**config.mk**
```make
export PLATFORM = sky130hd
export DESIGN_NAME = shadow_store_recall
export DESIGN_NICKNAME = d
export VERILOG_FILES = /design/src/rtl/shadow_ctrl_pkg.sv /design/src/rtl/shadow_ram_array.sv /design/src/rtl/shadow_seq.sv /design/src/rtl/shadow_store_recall.sv
export SDC_FILE = /design/constraint.sdc
export NUM_CORES = 1
export LEC_CHECK = 0
export BUFFER_PORTS_ARGS = -buffer_cell sky130_fd_sc_hd__clkbuf_2
export CAP_MARGIN = 20
export CORE_UTILIZATION = 68
export CTS_BUF_LIST = sky130_fd_sc_hd__clkbuf_8 sky130_fd_sc_hd__clkbuf_16
export DETAILED_ROUTE_END_ITERATION = 6
export GPL_TIMING_DRIVEN = 0
export HOLD_SLACK_MARGIN = 0.02
export MAX_ROUTING_LAYER = met4
export PLACE_DENSITY = 0.86
export SLEW_MARGIN = 15
export SYNTH_ARGS = -nofsm -noshare
export SYNTH_HDL_FRONTEND = slang
export SYNTH_SLANG_ARGS = --single-unit
```
**constraint.sdc**
```tcl
create_clock -name clk_i -period 4.63 [get_ports clk_i]
set_input_delay 0.6945 -clock clk_i [delete_from_list [all_inputs] [get_ports clk_i]]
set_output_delay 0.6945 -clock clk_i [all_outputs]
set_load 0.05 [all_outputs]
```
**src/rtl/shadow_ctrl_pkg.sv**
```systemverilog
package shadow_ctrl_pkg;
  typedef enum logic [2:0] {
    SEQ_IDLE,
    SEQ_STORE,
    SEQ_CLEAR,
    SEQ_LOAD,
    SEQ_HOLD
  } seq_state_e;
endpackage

```
**src/rtl/shadow_ram_array.sv**
```systemverilog
module shadow_ram_array #(
  parameter int ADDR_W = 4,
  parameter int DATA_W = 8
) (
  input  logic              clk_i,
  input  logic              rst_ni,
  input  logic              we_i,
  input  logic [ADDR_W-1:0] waddr_i,
  input  logic [DATA_W-1:0] wdata_i,
  input  logic [ADDR_W-1:0] raddr_i,
  output logic [DATA_W-1:0] rdata_o
);
  localparam int DEPTH = 1 << ADDR_W;

  logic [DATA_W-1:0] mem_q [DEPTH];

  always_ff @(posedge clk_i or negedge rst_ni) begin
    if (!rst_ni) begin
      for (int i = 0; i < DEPTH; i++) mem_q[i] <= '0;
    end else if (we_i) begin
      mem_q[waddr_i] <= wdata_i;
    end
  end

  assign rdata_o = mem_q[raddr_i];
endmodule

```
**src/rtl/shadow_seq.sv**
```systemverilog
module shadow_seq
  import shadow_ctrl_pkg::*;
#(
  parameter int ADDR_W   = 4,
  parameter int MIN_BUSY = 24
) (
  input  logic              clk_i,
  input  logic              rst_ni,
  input  logic              store_req_i,
  input  logic              recall_req_i,
  input  logic              low_volt_i,
  output logic              busy_o,
  output logic [ADDR_W-1:0] addr_o,
  output logic              shd_we_o,
  output logic              wrk_clr_o,
  output logic              wrk_load_o
);
  localparam int DEPTH = 1 << ADDR_W;
  localparam logic [ADDR_W-1:0] LAST = ADDR_W'(DEPTH - 1);
  localparam int CNT_W = (MIN_BUSY > 2) ? $clog2(MIN_BUSY) : 1;
  localparam logic [CNT_W-1:0] TMR_MAX = CNT_W'(MIN_BUSY - 1);

  seq_state_e        state_q, state_d;
  logic [ADDR_W-1:0] addr_q, addr_d;
  logic [CNT_W-1:0]  tmr_q, tmr_d;
  logic              go_store, go_recall;

  // store wins a tie; a refused store lets a recall through
  assign go_store  = (state_q == SEQ_IDLE) && store_req_i && !low_volt_i;
  assign go_recall = (state_q == SEQ_IDLE) && recall_req_i && !go_store;

  always_comb begin
    state_d = state_q;
    addr_d  = addr_q + ADDR_W'(1);
    tmr_d   = (tmr_q == TMR_MAX) ? tmr_q : tmr_q + CNT_W'(1);
    unique case (state_q)
      SEQ_IDLE: begin
        addr_d = '0;
        tmr_d  = '0;
        if (go_store)       state_d = SEQ_STORE;
        else if (go_recall) state_d = SEQ_CLEAR;
      end
      SEQ_STORE: if (addr_q == LAST) state_d = SEQ_HOLD;
      SEQ_CLEAR: if (addr_q == LAST) state_d = SEQ_LOAD;
      SEQ_LOAD:  if (addr_q == LAST) state_d = SEQ_HOLD;
      SEQ_HOLD: begin
        addr_d = '0;
        if (tmr_q == TMR_MAX) state_d = SEQ_IDLE;
      end
      default: state_d = SEQ_IDLE;
    endcase
  end

  always_ff @(posedge clk_i or negedge rst_ni) begin
    if (!rst_ni) begin
      state_q <= SEQ_IDLE;
      addr_q  <= '0;
      tmr_q   <= '0;
    end else begin
      state_q <= state_d;
      addr_q  <= addr_d;
      tmr_q   <= tmr_d;
    end
  end

  assign busy_o     = (state_q != SEQ_IDLE);
  assign addr_o     = addr_q;
  assign shd_we_o   = (state_q == SEQ_STORE);
  assign wrk_clr_o  = (state_q == SEQ_CLEAR);
  assign wrk_load_o = (state_q == SEQ_LOAD);

  a_r3_store_starts: assert property (@(posedge clk_i) disable iff (!rst_ni)
    (state_q == SEQ_IDLE && store_req_i && !low_volt_i) |=> (state_q == SEQ_STORE && addr_q == '0));

  a_r8_store_refused: assert property (@(posedge clk_i) disable iff (!rst_ni)
    (state_q == SEQ_IDLE && store_req_i && low_volt_i) |=> (state_q != SEQ_STORE));

  a_r6_clear_then_load: assert property (@(posedge clk_i) disable iff (!rst_ni)
    $rose(state_q == SEQ_LOAD) |-> ($past(state_q) == SEQ_CLEAR && $past(addr_q) == LAST));

  a_r3_addr_step: assert property (@(posedge clk_i) disable iff (!rst_ni)
    ((state_q == SEQ_STORE || state_q == SEQ_CLEAR || state_q == SEQ_LOAD) && $past(state_q) == state_q)
      |-> (addr_q - $past(addr_q) == ADDR_W'(1)));

  a_r4_min_busy: assert property (@(posedge clk_i) disable iff (!rst_ni)
    $fell(busy_o) |-> ($past(tmr_q) == TMR_MAX));

  a_r10_no_restart: assert property (@(posedge clk_i) disable iff (!rst_ni)
    (state_q == SEQ_STORE) |=> (state_q == SEQ_STORE || state_q == SEQ_HOLD));
endmodule

```
**src/rtl/shadow_store_recall.sv**
```systemverilog
module shadow_store_recall #(
  parameter int ADDR_W   = 4,
  parameter int DATA_W   = 8,
  parameter int MIN_BUSY = 24
) (
  input  logic              clk_i,
  input  logic              rst_ni,
  input  logic              host_we_i,
  input  logic [ADDR_W-1:0] host_addr_i,
  input  logic [DATA_W-1:0] host_wdata_i,
  output logic [DATA_W-1:0] host_rdata_o,
  input  logic              store_req_i,
  input  logic              recall_req_i,
  input  logic              low_volt_i,
  output logic              busy_o
);
  logic              busy;
  logic [ADDR_W-1:0] seq_addr;
  logic              seq_shd_we, seq_clr, seq_load;
  logic              wrk_we, host_wr;
  logic [ADDR_W-1:0] wrk_addr;
  logic [DATA_W-1:0] wrk_wdata, wrk_rdata, shd_rdata;

  shadow_seq #(.ADDR_W(ADDR_W), .MIN_BUSY(MIN_BUSY)) u_seq (
    .clk_i       (clk_i),
    .rst_ni      (rst_ni),
    .store_req_i (store_req_i),
    .recall_req_i(recall_req_i),
    .low_volt_i  (low_volt_i),
    .busy_o      (busy),
    .addr_o      (seq_addr),
    .shd_we_o    (seq_shd_we),
    .wrk_clr_o   (seq_clr),
    .wrk_load_o  (seq_load)
  );

  assign host_wr   = host_we_i && !busy && !low_volt_i;
  assign wrk_we    = host_wr || seq_clr || seq_load;
  assign wrk_addr  = busy ? seq_addr : host_addr_i;
  assign wrk_wdata = seq_load ? shd_rdata : (seq_clr ? '0 : host_wdata_i);

  shadow_ram_array #(.ADDR_W(ADDR_W), .DATA_W(DATA_W)) u_work (
    .clk_i  (clk_i),
    .rst_ni (rst_ni),
    .we_i   (wrk_we),
    .waddr_i(wrk_addr),
    .wdata_i(wrk_wdata),
    .raddr_i(wrk_addr),
    .rdata_o(wrk_rdata)
  );

  shadow_ram_array #(.ADDR_W(ADDR_W), .DATA_W(DATA_W)) u_shadow (
    .clk_i  (clk_i),
    .rst_ni (rst_ni),
    .we_i   (seq_shd_we),
    .waddr_i(seq_addr),
    .wdata_i(wrk_rdata),
    .raddr_i(seq_addr),
    .rdata_o(shd_rdata)
  );

  assign host_rdata_o = busy ? '0 : wrk_rdata;
  assign busy_o       = busy;

  a_r3_shadow_only_busy: assert property (@(posedge clk_i) disable iff (!rst_ni)
    seq_shd_we |-> busy_o);

  a_r7_recall_keeps_shadow: assert property (@(posedge clk_i) disable iff (!rst_ni)
    (seq_clr || seq_load) |-> !seq_shd_we);

  a_r5_no_host_write_busy: assert property (@(posedge clk_i) disable iff (!rst_ni)
    (busy_o && wrk_we) |-> (seq_clr || seq_load));

  a_r8_low_volt_no_write: assert property (@(posedge clk_i) disable iff (!rst_ni)
    (low_volt_i && !busy_o) |-> !wrk_we);
endmodule

```
==> reports/results.txt <==
Hold WC Path Type - input pin to async pin
Crit path capture type - output pin
Failing checks - design-rule violations
Die height - 138 µm
Int Pwr - 6.90 mW
Distinct cells, synth - 38
Crit Path Category - flip-flop to output pin
Syn Inst Count - 1176
Via-to-Cell Ratio - 6.87
Max cap viols - 0
Leak pwr - 5.91 nW
Clk pwr share - 18.5%
Starting density of the core - 69.6%
Synthesized area - 0.0125 mm²
Max Root-Sink Buffers - 3
Post-Route Skew - 0.0223 ns
Antenna cells - 0
FF+latch count, synth - 268
CP max FO - 10
I/O pins - 27
Seq/Total Area, Yosys - 53.7%
Total wire length - 36500 µm
Largest net degree at the start of global routing - 93
IO buf count - 26
Layout cell share with drive strength beyond 1 - 22.1%
Status - finished, violations left
DIE WIDTH - 138 µm
Peak supply drop - 684 µV
Die ar. - 0.0189 mm²
Latest clock arrival within the worst-skew pair - 0.55 ns
Crit share post-route - 99.2%
# placed instances - 1433
RSZ-0062 raised after global routing - false
Sw frac - 44.6%
Nets@finish - 1268
Initial antenna violation count - 0
FF-to-FF setup slack - 1.01 ns
Final ANT Viol Nets - 0
Drt drc - 6
TritonCTS Buffers - 29
Avg WL per Cell - 24.4 µm
Core Util, Final - 78.0%
Root Buffer - clkbuf_16
Fmax - 218 MHz
WP data required - 3.94 ns
Synth top area share - 53.7%
GR Overflow Total - 0
Gp weighted congestion - 1.00
Reg clk slew, reported paths - 0.06 ns
R2r worst-path depth - 7
Max_slew headroom - 33.5%
Final setup fails - 0
Yosys Warn Count - 0
Tightest Pin Transition - 0.998 ns
Crit path launch - u_seq.addr_o[1]
CP startpoint kind - flip-flop
Syn Nets - 1199
Area leader, netlist - dfrtp_1
Area growth from synthesis to layout - 12.2%
GRT Total Usage - 41.5%
Non-Filler Instances - 1496
Final Hold Vio Count - 0
Gate power share - 49.4%
Core ar. - 0.0180 mm²
Synth top area cells - dfrtp_1 (54%), mux4_2 (7.2%), a21oi_1 (6.5%)
Vias in the first global route - 10100
Final min period - 4.59 ns
Worst EP arrival - 3.90 ns
Via count - 10300
H-tree depth - 1
Row Count - 49
R2r startpoint - u_seq.addr_o[1]
Synth Area per Inst - 10.6 µm²
Capturing point of the worst reg2reg path - u_work.mem_q[28]
Pwr Density - 890 mW/mm²
Initial DRC count - 1314
Sequential share of power - 32.1%
Number of max-slew violations in the final report - 0
Final HPWL DP - 23500 µm
Global-route wire length before repair - 56100 µm
Clock sink count - 268
P_sw - 5.57 mW
CTS tree - built
Pre-antenna DRT Iters - 7
-- layout by cell type (no fill, tap or decap), drive strengths merged, types with 11 or more instances in the layout --
| cell | count |
|---|---|
| mux4 | 40 |
| nor2 | 190 |
| nor2b | 11 |
| nor4b | 16 |
| o221ai | 32 |
| dfrtp | 268 |
| nand2 | 155 |
| buf | 72 |
| clkbuf | 86 |
| a21oi | 189 |
| nand3 | 18 |
| inv | 11 |
| a31oi | 19 |
| o21ai | 103 |
-- synth_stat cells, drive strengths merged --
cell	number
o22a	1
a31oi	19
a21oi	189
or4b	1
and3	1
buf	60
mux4	40
nand3	18
o221ai	32
ha	5
xor2	2
inv	4
o21ai	103
nor4	8
o31ai	1
nor4b	16
clkbuf	27
o311a	1
a22oi	8
nand2	155
mux2	3
nand2b	2
xnor2	3
and2	1
mux2i	6
nor2	190
nor3	1
nor2b	11
dfrtp	268
-- metal layers --
metal  vias to the layer above  track usage, %  wire [µm]  share of wire, %
met3                       192            8.79       3540               9.7
met5                         -               -          0                 0
met4                         0            23.4       2440               6.7
met2                       713            63.2      17200                47
li1                       4293               -          -                 -
met1                      5078            52.1      13300                36
-- critical path: stages, from the launching register on --
cell and delay [ns]:
dfrtp_1 0.44, clkbuf_2 0.29, o311a_1 0.21, a31oi_1 0.43
buf_2 0.44, o221ai_1 0.21, a31oi_1 0.49, nor4_4 0.08
buf_4 0.17, buf_4 0.18, nor2_1 0.09, clkbuf_2 0.29
-- layout make-up --
| type | instances | area [µm²] |
|---|---|---|
| flip-flops and latches | 268 | 6710 |
| multi-input cells | 817 | 5270 |
| fillers | 1085 | 3950 |
| clock buffers | 33 | 781 |
| plain buffers | 87 | 517 |
| well taps | 229 | 287 |
| repair buffers | 38 | 269 |
| clock inverters | 20 | 166 |
| inverters | 4 | 17.5 |
-- registers in the layout, summed over array words and instances (netlist names) --
| register | flops |
|---|---|
| u_shadow.mem_q | 128 |
| u_seq.tmr_q | 5 |
| u_seq.state_q | 3 |
| u_work.mem_q | 128 |
| u_seq.addr_o | 4 |
-- stage by stage --
stage / setup WS [ns] / power, mW / hold slack [ns] / instance area, µm² / TNS [ns]
6_report: 0.0370 / 12.5 / 0.208 / 14000 / 0
5_1_grt: 0.0392 / 12.9 / 0.262 / 14000 / 0
4_1_cts: -0.0392 / 12.1 / 0.238 / 13900 / -0.0615
3_5_place_dp: 0.426 / 9.73 / 0.462 / 13000 / 0
3_3_place_gp: -2.53 / 9.50 / 0.456 / 12900 / -671.12
2_1_floorplan: 1.13 / 7.91 / 0.399 / 12500 / 0
-- power by group through the flow --
stage | sequential (mW) | combinational (mW) | clock [mW]
floorplan | 3.80 | 4.11 | 0
global route | 4.10 | 6.46 | 2.39
global placement | 3.94 | 5.57 | 0
detailed placement | 3.98 | 5.74 | 0
finish | 4.00 | 6.16 | 2.30
CTS | 3.97 | 5.81 | 2.29
-- logic make-up (layout without fill, tap and decap cells) --
family	count (synthesis)	after routing	synth area share, %
buf+inv	91	182	4.25
fa+ha+maj	5	5	0.501
compound gates	354	354	17.6
mux	49	49	8.29
flops	268	268	53.7
simple gates	404	404	15.4
xor+xnor	5	5	0.351
-- worst max path at each step --
stage,to,slack (ns)
4_1_cts,host_rdata_o[7],-0.04
3_5_place_dp,host_rdata_o[5],0.43
5_1_grt,host_rdata_o[5],0.04
2_1_floorplan,host_rdata_o[2],1.13
6_report,host_rdata_o[7],0.04
3_3_place_gp,u_shadow.mem_q[109],-2.53
-- what timing repair did --
action / in CTS / in global routing
setup endpoints to repair: 6 / 8
buffers inserted: 0 / 10
pin swaps: 3 / 4
gates resized for setup: 2 / 5
hold buffers: 0 / 0
(Power assumes the default switching activity.)
